--- src/rtl/fsr_pkg.sv ---
package fsr_pkg;
    localparam int STAT_W   = 8;
    localparam int SB_VALID = 0;
    localparam int SB_OVF   = 1;
    localparam int SB_CC    = 2;
    localparam int SB_WRITE = 4;
    localparam int SB_NF    = 5;
    localparam int SB_PRIV  = 6;

    localparam logic [2:0] RG_PHYS     = 3'd0;
    localparam logic [2:0] RG_USER_PRI = 3'd1;
    localparam logic [2:0] RG_KERN_PRI = 3'd2;
    localparam logic [2:0] RG_USER_SEC = 3'd3;
    localparam logic [2:0] RG_KERN_SEC = 3'd4;

    localparam logic [1:0] AC_STORE  = 2'd1;
    localparam logic [1:0] AC_NFLOAD = 2'd3;

    localparam logic [1:0] CC_NONE = 2'd0;
    localparam logic [1:0] CC_PRI  = 2'd1;
    localparam logic [1:0] CC_SEC  = 2'd2;
    localparam logic [1:0] CC_NUC  = 2'd3;

    localparam logic [1:0] SEL_STAT = 2'd0;
    localparam logic [1:0] SEL_ADDR = 2'd1;
    localparam logic [1:0] SEL_TAG  = 2'd2;

    typedef enum logic [1:0] {
        ST_EMPTY  = 2'd0,
        ST_LOADED = 2'd1,
        ST_READ   = 2'd2
    } st_e;
endpackage

--- src/rtl/fsr_word_build.sv ---
module fsr_word_build
    import fsr_pkg::*;
(
    input  logic [2:0]        regime,
    input  logic [1:0]        access,
    input  logic              priv,
    input  logic              prev_valid,
    output logic [STAT_W-1:0] word
);
    logic [1:0] cls;

    always_comb begin
        unique case (regime)
            RG_PHYS:                  cls = CC_NONE;
            RG_USER_PRI, RG_KERN_PRI: cls = CC_PRI;
            RG_USER_SEC, RG_KERN_SEC: cls = CC_SEC;
            default:                  cls = CC_NUC;
        endcase
    end

    always_comb begin
        word                    = '0;
        word[SB_VALID]          = 1'b1;
        word[SB_OVF]            = prev_valid;
        word[SB_CC +: 2]        = cls;
        word[SB_WRITE]          = (access == AC_STORE);
        word[SB_NF]             = (access == AC_NFLOAD);
        word[SB_PRIV]           = priv;
    end
endmodule

--- src/rtl/fsr_ctrl.sv ---
module fsr_ctrl
    import fsr_pkg::*;
(
    input  logic clk,
    input  logic rst_n,
    input  logic capture,
    input  logic rd_stat,
    input  logic wr_zero,
    output logic clr_valid
);
    st_e st_q, st_d;

    always_ff @(posedge clk) begin
        if (!rst_n) st_q <= ST_EMPTY;
        else        st_q <= st_d;
    end

    always_comb begin
        st_d = st_q;
        if (capture) begin
            st_d = ST_LOADED;
        end else begin
            unique case (st_q)
                ST_EMPTY:  st_d = ST_EMPTY;
                ST_LOADED: if (rd_stat) st_d = ST_READ;
                ST_READ:   if (wr_zero) st_d = ST_EMPTY;
                default:   st_d = ST_EMPTY;
            endcase
        end
    end

    always_comb begin
        clr_valid = (st_q == ST_READ) && wr_zero && !capture;
    end
endmodule

--- src/rtl/fsr_recorder.sv ---
module fsr_recorder
    import fsr_pkg::*;
#(
    parameter int VA_W  = 64,
    parameter int CTX_W = 13
) (
    input  logic             clk,
    input  logic             rst_n,
    input  logic             xlat_fault,
    input  logic             align_fault,
    input  logic [2:0]       fault_regime,
    input  logic [1:0]       fault_access,
    input  logic             fault_priv,
    input  logic [VA_W-1:0]  fault_va,
    input  logic [CTX_W-1:0] fault_ctx,
    input  logic [1:0]       reg_sel,
    input  logic             reg_rd,
    input  logic             reg_wr,
    input  logic [VA_W-1:0]  reg_wdata,
    output logic [VA_W-1:0]  rd_data
);
    localparam int PAD_W = VA_W - STAT_W;

    logic              capture;
    logic              rd_stat;
    logic              wr_zero;
    logic              clr_valid;
    logic [STAT_W-1:0] new_word;
    logic [STAT_W-1:0] stat_q;
    logic [VA_W-1:0]   addr_q;
    logic [VA_W-1:0]   tag_q;

    assign capture = xlat_fault | align_fault;
    assign rd_stat = reg_rd && (reg_sel == SEL_STAT);
    assign wr_zero = reg_wr && (reg_sel == SEL_STAT) && (reg_wdata == '0);

    fsr_word_build u_build (
        .regime     (fault_regime),
        .access     (fault_access),
        .priv       (fault_priv),
        .prev_valid (stat_q[SB_VALID]),
        .word       (new_word)
    );

    fsr_ctrl u_ctrl (
        .clk       (clk),
        .rst_n     (rst_n),
        .capture   (capture),
        .rd_stat   (rd_stat),
        .wr_zero   (wr_zero),
        .clr_valid (clr_valid)
    );

    always_ff @(posedge clk) begin
        if (!rst_n) begin
            stat_q <= '0;
            addr_q <= '0;
            tag_q  <= '0;
        end else if (capture) begin
            stat_q <= new_word;
            addr_q <= fault_va;
            tag_q  <= {fault_va[VA_W-1:CTX_W], fault_ctx};
        end else if (clr_valid) begin
            stat_q[SB_VALID] <= 1'b0;
        end
    end

    always_comb begin
        unique case (reg_sel)
            SEL_STAT: rd_data = {{PAD_W{1'b0}}, stat_q};
            SEL_ADDR: rd_data = addr_q;
            SEL_TAG:  rd_data = tag_q;
            default:  rd_data = '0;
        endcase
    end
endmodule

--- config.mk ---
export PLATFORM = sky130hd
export DESIGN_NAME = fsr_recorder
export DESIGN_NICKNAME = d
export VERILOG_FILES = /design/src/rtl/fsr_pkg.sv /design/src/rtl/fsr_word_build.sv /design/src/rtl/fsr_ctrl.sv /design/src/rtl/fsr_recorder.sv
export SDC_FILE = /design/constraint.sdc
export NUM_CORES = 1
export LEC_CHECK = 0
export BUFFER_PORTS_ARGS = -buffer_cell sky130_fd_sc_hd__buf_4
export CAP_MARGIN = 20
export CORE_UTILIZATION = 38
export CTS_BUF_LIST = sky130_fd_sc_hd__clkbuf_2
export CTS_CLUSTER_SIZE = 24
export DETAILED_ROUTE_END_ITERATION = 16
export PLACE_DENSITY_LB_ADDON = 0.2
export SLEW_MARGIN = 20
export SYNTH_ARGS = -nofsm -noshare
export SYNTH_HDL_FRONTEND = slang
export SYNTH_SLANG_ARGS = --single-unit
--- constraint.sdc ---
create_clock -name clk -period 1.4 [get_ports clk]
set_input_delay 0.28 -clock clk [delete_from_list [all_inputs] [get_ports clk]]
set_output_delay 0.28 -clock clk [all_outputs]
set_load 0.02 [all_outputs]
==> results of run 1 <==
## cell usage after synthesis, types with 6 or more instances
| cell | count |
|---|---|
| sky130_fd_sc_hd__a21boi_0 | 82 |
| sky130_fd_sc_hd__a22o_1 | 6 |
| sky130_fd_sc_hd__and2_1 | 11 |
| sky130_fd_sc_hd__and2_4 | 40 |
| sky130_fd_sc_hd__buf_2 | 15 |
| sky130_fd_sc_hd__buf_6 | 7 |
| sky130_fd_sc_hd__clkbuf_1 | 14 |
| sky130_fd_sc_hd__dfxtp_1 | 86 |
| sky130_fd_sc_hd__mux2i_1 | 7 |
| sky130_fd_sc_hd__nand2_1 | 168 |
| sky130_fd_sc_hd__nor4_1 | 14 |
| sky130_fd_sc_hd__o21ai_0 | 8 |
## placed cells by master (no fill, tap or decap), drive strengths merged, types with 6 or more instances in the layout
master,count
buf,245
nand2,168
dfxtp,86
a21boi,82
dlygate4sd3,80
and2,51
nor4,14
clkbuf,9
or2,9
o21ai,8
mux2i,7
a22o,6
## sequential cells by signal, summed over array words and instances (netlist names)
| register | flops |
|---|---|
| addr_q | 64 |
| stat_q | 7 |
| u_ctrl.st_q | 2 |
| tag_q | 13 |
## metrics by stage
step,std cells,setup TNS (ns),worst slack [ns],utilization
after global placement,824,-12.76,-0.256,0.563
after global routing,938,-10.38,-0.289,0.696
after detailed placement,824,-14.62,-0.288,0.563
final,938,-8.18,-0.219,0.696
after CTS,929,-7.57,-0.204,0.682
after floorplan,490,0,0.0183,-
## cell type report
type	count	area (sq um)	area share
Timing Repair Buffer	325	2930	0.406
Clock buffer	9	45.0	0.00624
Multi-Input combinational cell	375	2230	0.309
Sequential cell	86	1800	0.249
Clock inverter	7	40.0	0.00555
Tap cell	136	170	0.0236
## kinds of logic (layout without fill, tap and decap cells)
family	count (synthesis)	in the layout	synth area share
and+or+nand+nor	257	264	0.321
muxes	7	7	0.0172
DFF	86	86	0.424
buffers and inverters	36	341	0.0508
AOI/OAI and AO/OA	104	104	0.187
## worst register-to-register path: stages (launching register included)
cell and delay, ns:
sky130_fd_sc_hd__dfxtp_1 0.40, sky130_fd_sc_hd__nor3b_2 0.16, sky130_fd_sc_hd__nand3_1 0.10, sky130_fd_sc_hd__o211a_1 0.13
## per-layer routing
layer  part of all wire  GRT usage  up-vias  routed length, um
met5                  0          0        -                  0
met4              0.021      0.102        0                299
met3              0.056     0.0489       29                816
met2               0.52      0.460      167               7530
met1               0.40      0.297     2151               5810
li1                   -          -     2238                  -
## timing repair
item                                   CTS  global route
resized for setup                      120            19
pin swaps                               33            29
setup endpoints to repair               64            64
cloned                                   6             1
buffers inserted                         7             9
hold buffers                            76             4
endpoints found under the hold margin   76             4
## worst paths after layout
check / startpoint / end / slack (ns) / cells after the start
hold reg to reg: stat_q[4] / stat_q[4] / 0.47 / 2
setup reg to reg: u_ctrl.st_q[1] / stat_q[0] / 0.51 / 3
setup / recovery: reg_sel[0] / rd_data[17] / -0.22 / 7
hold / removal: fault_va[2] / addr_q[2] / 0.06 / 3
## where the power goes
part,leakage (uW),internal [uW],switching [uW]
clock,0.0000508,219,834
sequential,0.000731,2620,84.5
combinational,0.00250,876,605
total,0.00328,3720,1520
==> results.json, run 1 <==
{
  "ys_async_sr_fraction": 0,
  "detail_route.drc_violations": 0,
  "clk_root_buffer_cell": "sky130_fd_sc_hd__clkbuf_2",
  "vias_per_cell": 4.89,
  "vias": 4585,
  "yosysWarnings": 0,
  "fin_nets": 952,
  "cp_common_cell": "sky130_fd_sc_hd__buf_6",
  "postSynthCellCount": 490,
  "globalRouteOverflowTotal": 0,
  "leakagePower_uw": 0.00328,
  "timing.hold.worst.class": "in -> reg",
  "die_w_um": 105,
  "worst_slew_margin_rel": 0.705,
  "finish.instance_area_sq_um": 7220,
  "cts_htree_levels": 3,
  "finalHoldViolCount": 0,
  "cp.buffers_inverters": 4,
  "synth_largest_type_area_fraction": 0.424,
  "netlist_area_sq_um": 4070,
  "power_per_cell_area_nw_per_um2": 726,
  "crit_slowest_cell": "sky130_fd_sc_hd__or2_4",
  "antenna_found_initial": 0,
  "finClkSkew_ns": 0.0211,
  "rows": 37,
  "grt_setup_unrepaired": "true",
  "drive_above_1_share": 0.476,
  "leading_register_cell_type_out_of_synthesis": "sky130_fd_sc_hd__dfxtp_1",
  "ys_seq_area_frac": 0.424,
  "synth.net_count": 645,
  "synthDistinctLibCells": 30,
  "worst_skew_pair_later_pin_latency_ns": 0.49,
  "number_of_enable_type_register_cells_in_the_synthesized_netlist": 0,
  "postSynthAreaPerCell_sq_um": 8.30,
  "post_synth_main_area_contributors": "sky130_fd_sc_hd__dfxtp_1 (42%), sky130_fd_sc_hd__nand2_1 (16%), sky130_fd_sc_hd__a21boi_0 (15%)",
  "cts.sink_count": 86,
  "violations": "negative setup slack",
  "worst_ir_drop_vdd_uv": 433,
  "placed_cell_area_sq_um": 5840,
  "timing.critical_path.max_delay_family": "simple AND/OR/NAND/NOR gates",
  "gpl.final_weighted_congestion": 0.820,
  "clockBufferDepth": 2,
  "timing.critical_path.arrival_ns": 1.34,
  "setup_ws_ns": -0.219,
  "worst_path_largest_cell_delay_ns": 0.28,
  "critPathCaptureType": "output pin",
  "post-route-min-period_ns": 1.62,
  "achievable-frequency_mhz": 617,
  "timing.critical_path.cells": "buf_8 > nor2b_4 > buf_12 > buf_6 > or2_4 > and2_4 > buf_6",
  "run_status": "finished, violations left",
  "max_capacitance_violation_count": 0,
  "critical_path.startpoint_type": "input port",
  "drt-pass1-iter-count": 4,
  "die-height_um": 105,
  "tightestPinTransition_ns": 0.443,
  "core-area_sq_um": 10400,
  "dpl_hpwl_mm": 8.55,
  "fillerInstances": 783,
  "tritoncts.num_buffers": 9,
  "grt_pass1_vias": 4715,
  "tritoncts": "yes",
  "syn_to_final_growth_pct": 77.6,
  "setup_viol": 64,
  "synth.ff_latch_count": 86,
  "gr-usage-all-layers": 0.256,
  "grt_first_pass_wirelength_mm": 22.6,
  "start_util": 0.392,
  "boundaryPins": 219,
  "power_uw": 5240,
  "ant_nets": 0,
  "hold_ws_ns": 0.0608,
  "timing_worst_setup_path_type": "in -> out",
  "crit_required_ns": 1.12,
  "avgRoutedWirePerCell_um": 15.4,
  "place.port_buffers": 218,
  "period_share": 1.16,
  "timing.critical_path.fanout_max": 8,
  "die_area_sq_um": 11100,
  "clock_transition_at_the_register_clock_pins_on_the_worst_setup_and_hold_paths_after_cts_ns": 0.19,
  "post-synth-top-area-cell": "sky130_fd_sc_hd__dfxtp_1",
  "timing_max_transition_violations_final": 0,
  "detail_route.iter0.violations": 213,
  "maximum_number_of_pins_on_one_net_before_global_route_repair": 51,
  "num_antenna_cells": 0,
  "drt_wl_total_mm": 14.5
}
No activity file was read; power rests on OpenSTA's default activity.
==> inputs of run 2 (changes only) <==
--- a/config.mk
+++ b/config.mk
@@ -12,6 +12,7 @@
 export CTS_CLUSTER_SIZE = 24
 export DETAILED_ROUTE_END_ITERATION = 16
 export PLACE_DENSITY_LB_ADDON = 0.2
+export SKIP_CTS_REPAIR_TIMING = 1
 export SLEW_MARGIN = 20
 export SYNTH_ARGS = -nofsm -noshare
 export SYNTH_HDL_FRONTEND = slang
==> results.json, run 2 (synthesis gave the netlist of run 1 again) <==
{
  "place.port_buffers": 218,
  "regToRegSetupSlack_ns": 0.51,
  "core-area_sq_um": 10400,
  "finish.instance_area_sq_um": 7100,
  "detail_route.wirelength.met1_mm": 5.74,
  "drt-pass1-iter-count": 4,
  "globalRouteOverflowTotal": 0,
  "drt_wl_total_mm": 13.9,
  "die-height_um": 105,
  "run_status": "finished, violations left",
  "worst_ir_drop_vdd_uv": 427,
  "boundaryPins": 219,
  "grt_pass1_vias": 3841,
  "rows": 37,
  "r2r-start": "u_ctrl.st_q[1]",
  "critPathCaptureType": "output pin",
  "timing.critical_path.fanout_max": 6,
  "wl_met3_um": 722,
  "start_util": 0.392,
  "largest_register_ffs": 64,
  "cts.sink_count": 86,
  "finalHoldViolCount": 0,
  "post-route-min-period_ns": 1.61,
  "period_share": 1.15,
  "met2WireLength_mm": 7.19,
  "timing.critical_path.arrival_ns": 1.33,
  "avgRoutedWirePerCell_um": 15.0,
  "leakagePower_uw": 0.00322,
  "grt_setup_unrepaired": "true",
  "worst_skew_pair_later_pin_latency_ns": 0.49,
  "die_area_sq_um": 11100,
  "timing.hold.worst.class": "in -> reg",
  "worst_r2r_endpoint": "stat_q[0]",
  "achievable-frequency_mhz": 621,
  "tritoncts": "yes",
  "cts_htree_levels": 3,
  "setup_ws_ns": -0.211,
  "max_capacitance_violation_count": 0,
  "worst_slew_margin_rel": 0.706,
  "num_antenna_cells": 0,
  "worstHoldEndpoint": "u_ctrl.st_q[1]",
  "grt_first_pass_wirelength_mm": 18.1,
  "post_layout_nonfiller_instances": 928,
  "registers.top_by_ff_count": "addr_q",
  "placed_cell_area_sq_um": 5840,
  "critical_path.startpoint_type": "input port",
  "most_frequent_standard_cell_in_the_layout_excluding_fill_and_tap_cells": "sky130_fd_sc_hd__buf_4",
  "ant_nets": 0,
  "gpl.final_weighted_congestion": 0.820,
  "antenna_found_initial": 0,
  "power_uw": 5190,
  "syn_to_final_growth_pct": 74.6,
  "finClkSkew_ns": 0.0235,
  "setup_viol": 64,
  "uppermost_routed_layer": "met4",
  "timing_worst_setup_path_type": "in -> out",
  "timing_max_transition_violations_final": 0,
  "layout.cells.most_common_list": "sky130_fd_sc_hd__buf_4 (176), sky130_fd_sc_hd__nand2_1 (168), sky130_fd_sc_hd__a21boi_0 (82)",
  "hp-start": "reg_rd",
  "reg_top3": "addr_q x64, tag_q x13, stat_q x7",
  "clk_root_buffer_cell": "sky130_fd_sc_hd__clkbuf_2",
  "detail_route.drc_violations": 0,
  "maximum_number_of_pins_on_one_net_before_global_route_repair": 52,
  "cell_count_of_the_worst_reg_to_reg_path": 3,
  "gr-usage-all-layers": 0.203,
  "crit_required_ns": 1.12,
  "detail_route.iter0.violations": 128,
  "die_w_um": 105,
  "hold_path_depth": 3,
  "fillerInstances": 781,
  "dpl.cell_count": 824,
  "vias_per_cell": 4.83,
  "vias": 4483,
  "dpl_hpwl_mm": 8.55,
  "clockBufferDepth": 2,
  "clock_transition_at_the_register_clock_pins_on_the_worst_setup_and_hold_paths_after_cts_ns": 0.22,
  "fin_nets": 942,
  "tritoncts.num_buffers": 9,
  "violations": "negative setup slack",
  "drive_above_1_share": 0.456,
  "total_negative_setup_slack_ns": -7.53,
  "power_per_cell_area_nw_per_um2": 731,
  "tightestPinTransition_ns": 0.441
}
[run 2: cell types whose count changed in the layout (fill, tap and decap cells not counted)]
cell and delta:
sky130_fd_sc_hd__buf_4 -2, sky130_fd_sc_hd__buf_6 -5, sky130_fd_sc_hd__buf_8 -1, sky130_fd_sc_hd__dfxtp_1 +12, sky130_fd_sc_hd__dfxtp_2 -12, sky130_fd_sc_hd__dlygate4sd3_1 -1
sky130_fd_sc_hd__or2_4 -1
[run 2: cell type report]
| cell class | instances | area (sq um) | share of cell area |
|---|---|---|---|
| repair buffers | 316 | 2840 | 0.400 |
| multi-input cells | 374 | 2220 | 0.313 |
| clock buffers | 9 | 45.0 | 0.00635 |
| clock inverters | 7 | 40.0 | 0.00564 |
| well taps | 136 | 170 | 0.0240 |
| flip-flops and latches | 86 | 1780 | 0.251 |
[run 2: worst max path at each step]
| stage | start | to | slack, ns | cells past startpoint |
|---|---|---|---|---|
| finish | reg_sel[1] | rd_data[61] | -0.21 | 7 |
| global route | addr_q[3] | rd_data[3] | -0.30 | 3 |
| CTS | stat_q[1] | rd_data[1] | -0.30 | 3 |
| detailed placement | reg_sel[1] | rd_data[17] | -0.29 | 5 |
| global placement | reg_sel[1] | rd_data[28] | -0.26 | 5 |
| floorplan | reg_sel[0] | rd_data[13] | 0.02 | 5 |
[run 2: per-layer routing]
metal  up-vias  global-route usage
met1      2087               0.256
met5         -                   0
li1       2214                   -
met3        24              0.0458
met4         0              0.0775
met2       158               0.337
[run 2: critical path, cell delays in order]
cell and delay, ns:
sky130_fd_sc_hd__buf_8 0.11, sky130_fd_sc_hd__nor2b_4 0.13, sky130_fd_sc_hd__buf_12 0.13, sky130_fd_sc_hd__buf_6 0.11, sky130_fd_sc_hd__or2_4 0.26, sky130_fd_sc_hd__and2_4 0.18, sky130_fd_sc_hd__buf_6 0.12
[run 2: through the flow]
stage / util / setup slack (ns) / hold WS [ns]
2_1_floorplan: - / 0.0183 / 0.427
3_3_place_gp: 0.563 / -0.256 / 0.447
3_5_place_dp: 0.563 / -0.288 / 0.456
4_1_cts: 0.572 / -0.305 / -0.0597
5_1_grt: 0.684 / -0.295 / -0.000500
6_report: 0.684 / -0.211 / 0.0452
[run 2: report_power, final]
group	internal, uW	switching [uW]
combinational	850	592
clock	219	829
sequential	2620	81.8
total	3690	1500
==> inputs of run 3 (changes only) <==
--- a/config.mk
+++ b/config.mk
@@ -12,6 +12,7 @@
 export CTS_CLUSTER_SIZE = 24
 export DETAILED_ROUTE_END_ITERATION = 16
 export PLACE_DENSITY_LB_ADDON = 0.2
+export REMOVE_ABC_BUFFERS = 1
 export SKIP_CTS_REPAIR_TIMING = 1
 export SLEW_MARGIN = 20
 export SYNTH_ARGS = -nofsm -noshare
==> results.json, run 3 (synthesis gave the netlist of run 1 again) <==
{
  "detail_route.iter0.violations": 250,
  "rows": 37,
  "violations": "negative setup slack",
  "tritoncts": "yes",
  "timing_worst_setup_path_type": "reg -> out",
  "clk_root_buffer_cell": "sky130_fd_sc_hd__clkbuf_2",
  "timing.critical_path.arrival_ns": 1.31,
  "power_per_cell_area_nw_per_um2": 728,
  "place.port_buffers": 218,
  "worst_skew_pair_later_pin_latency_ns": 0.55,
  "clock_transition_at_the_register_clock_pins_on_the_worst_setup_and_hold_paths_after_cts_ns": 0.26,
  "r2r-start": "u_ctrl.st_q[1]",
  "die_w_um": 105,
  "timing.critical_path.max_delay_family": "flip-flops",
  "hp-start": "fault_regime[0]",
  "pwr-share-clk": 0.206,
  "power_share_of_the_sequential_group": 0.511,
  "achievable-frequency_mhz": 629,
  "registers.top_by_ff_count": "addr_q",
  "placed_cell_area_sq_um": 5880,
  "reg_top3": "addr_q x64, tag_q x13, stat_q x7",
  "largest_register_ffs": 64,
  "die_area_sq_um": 11100,
  "leakagePower_uw": 0.00331,
  "worst_slew_margin_rel": 0.795,
  "period_share": 1.14,
  "fin_nets": 957,
  "setup_ws_ns": -0.189,
  "regToRegSetupSlack_ns": 0.53,
  "core-area_sq_um": 10400,
  "timing.critical_path.cells": "a22o_1 > buf_6",
  "worst_ir_drop_vdd_uv": 629,
  "hold_path_depth": 4,
  "setup_viol": 64,
  "post-route-util": 0.702,
  "avgRoutedWirePerCell_um": 15.4,
  "cp.buffers_inverters": 1,
  "tightestPinTransition_ns": 0.307,
  "start_util": 0.392,
  "post-route-min-period_ns": 1.59,
  "total_switching_power_uw": 1550,
  "ant_nets": 0,
  "worst_r2r_endpoint": "stat_q[0]",
  "vias_per_cell": 4.82,
  "cell_count_of_the_worst_reg_to_reg_path": 3,
  "drt-pass1-iter-count": 4,
  "grt_pass1_vias": 4003,
  "drt_wl_total_mm": 14.5,
  "maximum_number_of_pins_on_one_net_before_global_route_repair": 52,
  "grt_setup_unrepaired": "true",
  "clockBufferDepth": 2,
  "antenna_found_initial": 0,
  "dpl_hpwl_mm": 8.44,
  "gr-usage-all-layers": 0.201,
  "cts_htree_levels": 3,
  "grt_first_pass_wirelength_mm": 18.0,
  "gpl.final_weighted_congestion": 0.771,
  "timing.hold.worst.class": "in -> reg",
  "timing.critical_path.fanout_max": 2,
  "globalRouteOverflowTotal": 0,
  "critPathCaptureType": "output pin",
  "timing_max_transition_violations_final": 0,
  "detail_route.drc_violations": 0,
  "drive_above_1_share": 0.478,
  "cell_internal_pwr_uw": 3740,
  "dpl.cell_count": 827,
  "syn_to_final_growth_pct": 79.0,
  "post_layout_nonfiller_instances": 943,
  "max_capacitance_violation_count": 0,
  "num_antenna_cells": 0,
  "boundaryPins": 219,
  "die-height_um": 105,
  "run_status": "finished, violations left",
  "total_negative_setup_slack_ns": -7.96,
  "combinationalPowerShare": 0.283,
  "critical_path.startpoint_type": "flop",
  "finClkSkew_ns": 0.00929,
  "worst_path_largest_cell_delay_ns": 0.38,
  "worstHoldEndpoint": "stat_q[2]",
  "finalHoldViolCount": 0,
  "most_frequent_standard_cell_in_the_layout_excluding_fill_and_tap_cells": "sky130_fd_sc_hd__buf_4",
  "finish.instance_area_sq_um": 7280,
  "cts.sink_count": 86,
  "layout.cells.most_common_list": "sky130_fd_sc_hd__buf_4 (181), sky130_fd_sc_hd__nand2_1 (168), sky130_fd_sc_hd__dlygate4sd3_1 (84)",
  "tritoncts.num_buffers": 9,
  "crit_required_ns": 1.12,
  "power_uw": 5300,
  "vias": 4541,
  "crit_slowest_cell": "sky130_fd_sc_hd__dfxtp_2",
  "switching_part_of_the_total": 0.293
}
-- run 3: changes by cell type in the layout (fill, tap and decap cells not counted), sizes merged --
cell	previous run	this run
clkbuf	9	11
inv	1	0
clkinv	4	3
buf	237	246
or2	8	9
dlygate4sd3	79	84
-- run 3: metal layers --
metal	wire length [um]	vias to the layer above	share of wire	global-route usage
li1	-	2245	-	-
met5	0	-	0	0
met1	5680	2104	0.39	0.222
met2	7720	171	0.53	0.372
met3	877	21	0.060	0.0501
met4	268	0	0.018	0.0724
-- run 3: power by group through the flow --
| stage | clock (uW) | combinational, uW | sequential [uW] |
|---|---|---|---|
| after floorplan | 0 | 490 | 2710 |
| after global placement | 0 | 1100 | 2730 |
| after detailed placement | 0 | 1120 | 2740 |
| after CTS | 1110 | 1130 | 2690 |
| after global routing | 1220 | 1600 | 2730 |
| final | 1090 | 1500 | 2710 |
-- run 3: worst max path at each step --
stage / from / endpoint / slack (ns) / cells after the start
5_1_grt: addr_q[1] / rd_data[1] / -0.28 / 3
3_5_place_dp: reg_sel[0] / rd_data[27] / -0.29 / 5
6_report: addr_q[12] / rd_data[12] / -0.19 / 2
2_1_floorplan: xlat_fault / u_ctrl.st_q[1] / -1.96 / 4
3_3_place_gp: reg_sel[0] / rd_data[27] / -0.25 / 5
4_1_cts: reg_sel[0] / rd_data[27] / -0.30 / 5
-- run 3: cell type report --
class / instances / area, sq um
clock buffers: 11 / 55.1
clock inverters: 5 / 26.3
fillers: 763 / 3090
multi-input cells: 375 / 2230
flip-flops and latches: 86 / 1800
well taps: 136 / 170
repair buffers: 330 / 2990
-- run 3: worst reg2reg max path, cell delays in order, from the launching register on --
cell and delay (ns):
sky130_fd_sc_hd__dfxtp_1 0.39, sky130_fd_sc_hd__nor3b_2 0.16, sky130_fd_sc_hd__nand3_1 0.10, sky130_fd_sc_hd__o211a_1 0.13
-- run 3: through the flow --
stage	hold WS (ns)	worst slack, ns
5_1_grt	0.0180	-0.283
4_1_cts	-0.105	-0.301
2_1_floorplan	0.398	-1.96
3_3_place_gp	0.446	-0.253
3_5_place_dp	0.454	-0.294
6_report	0.0594	-0.189
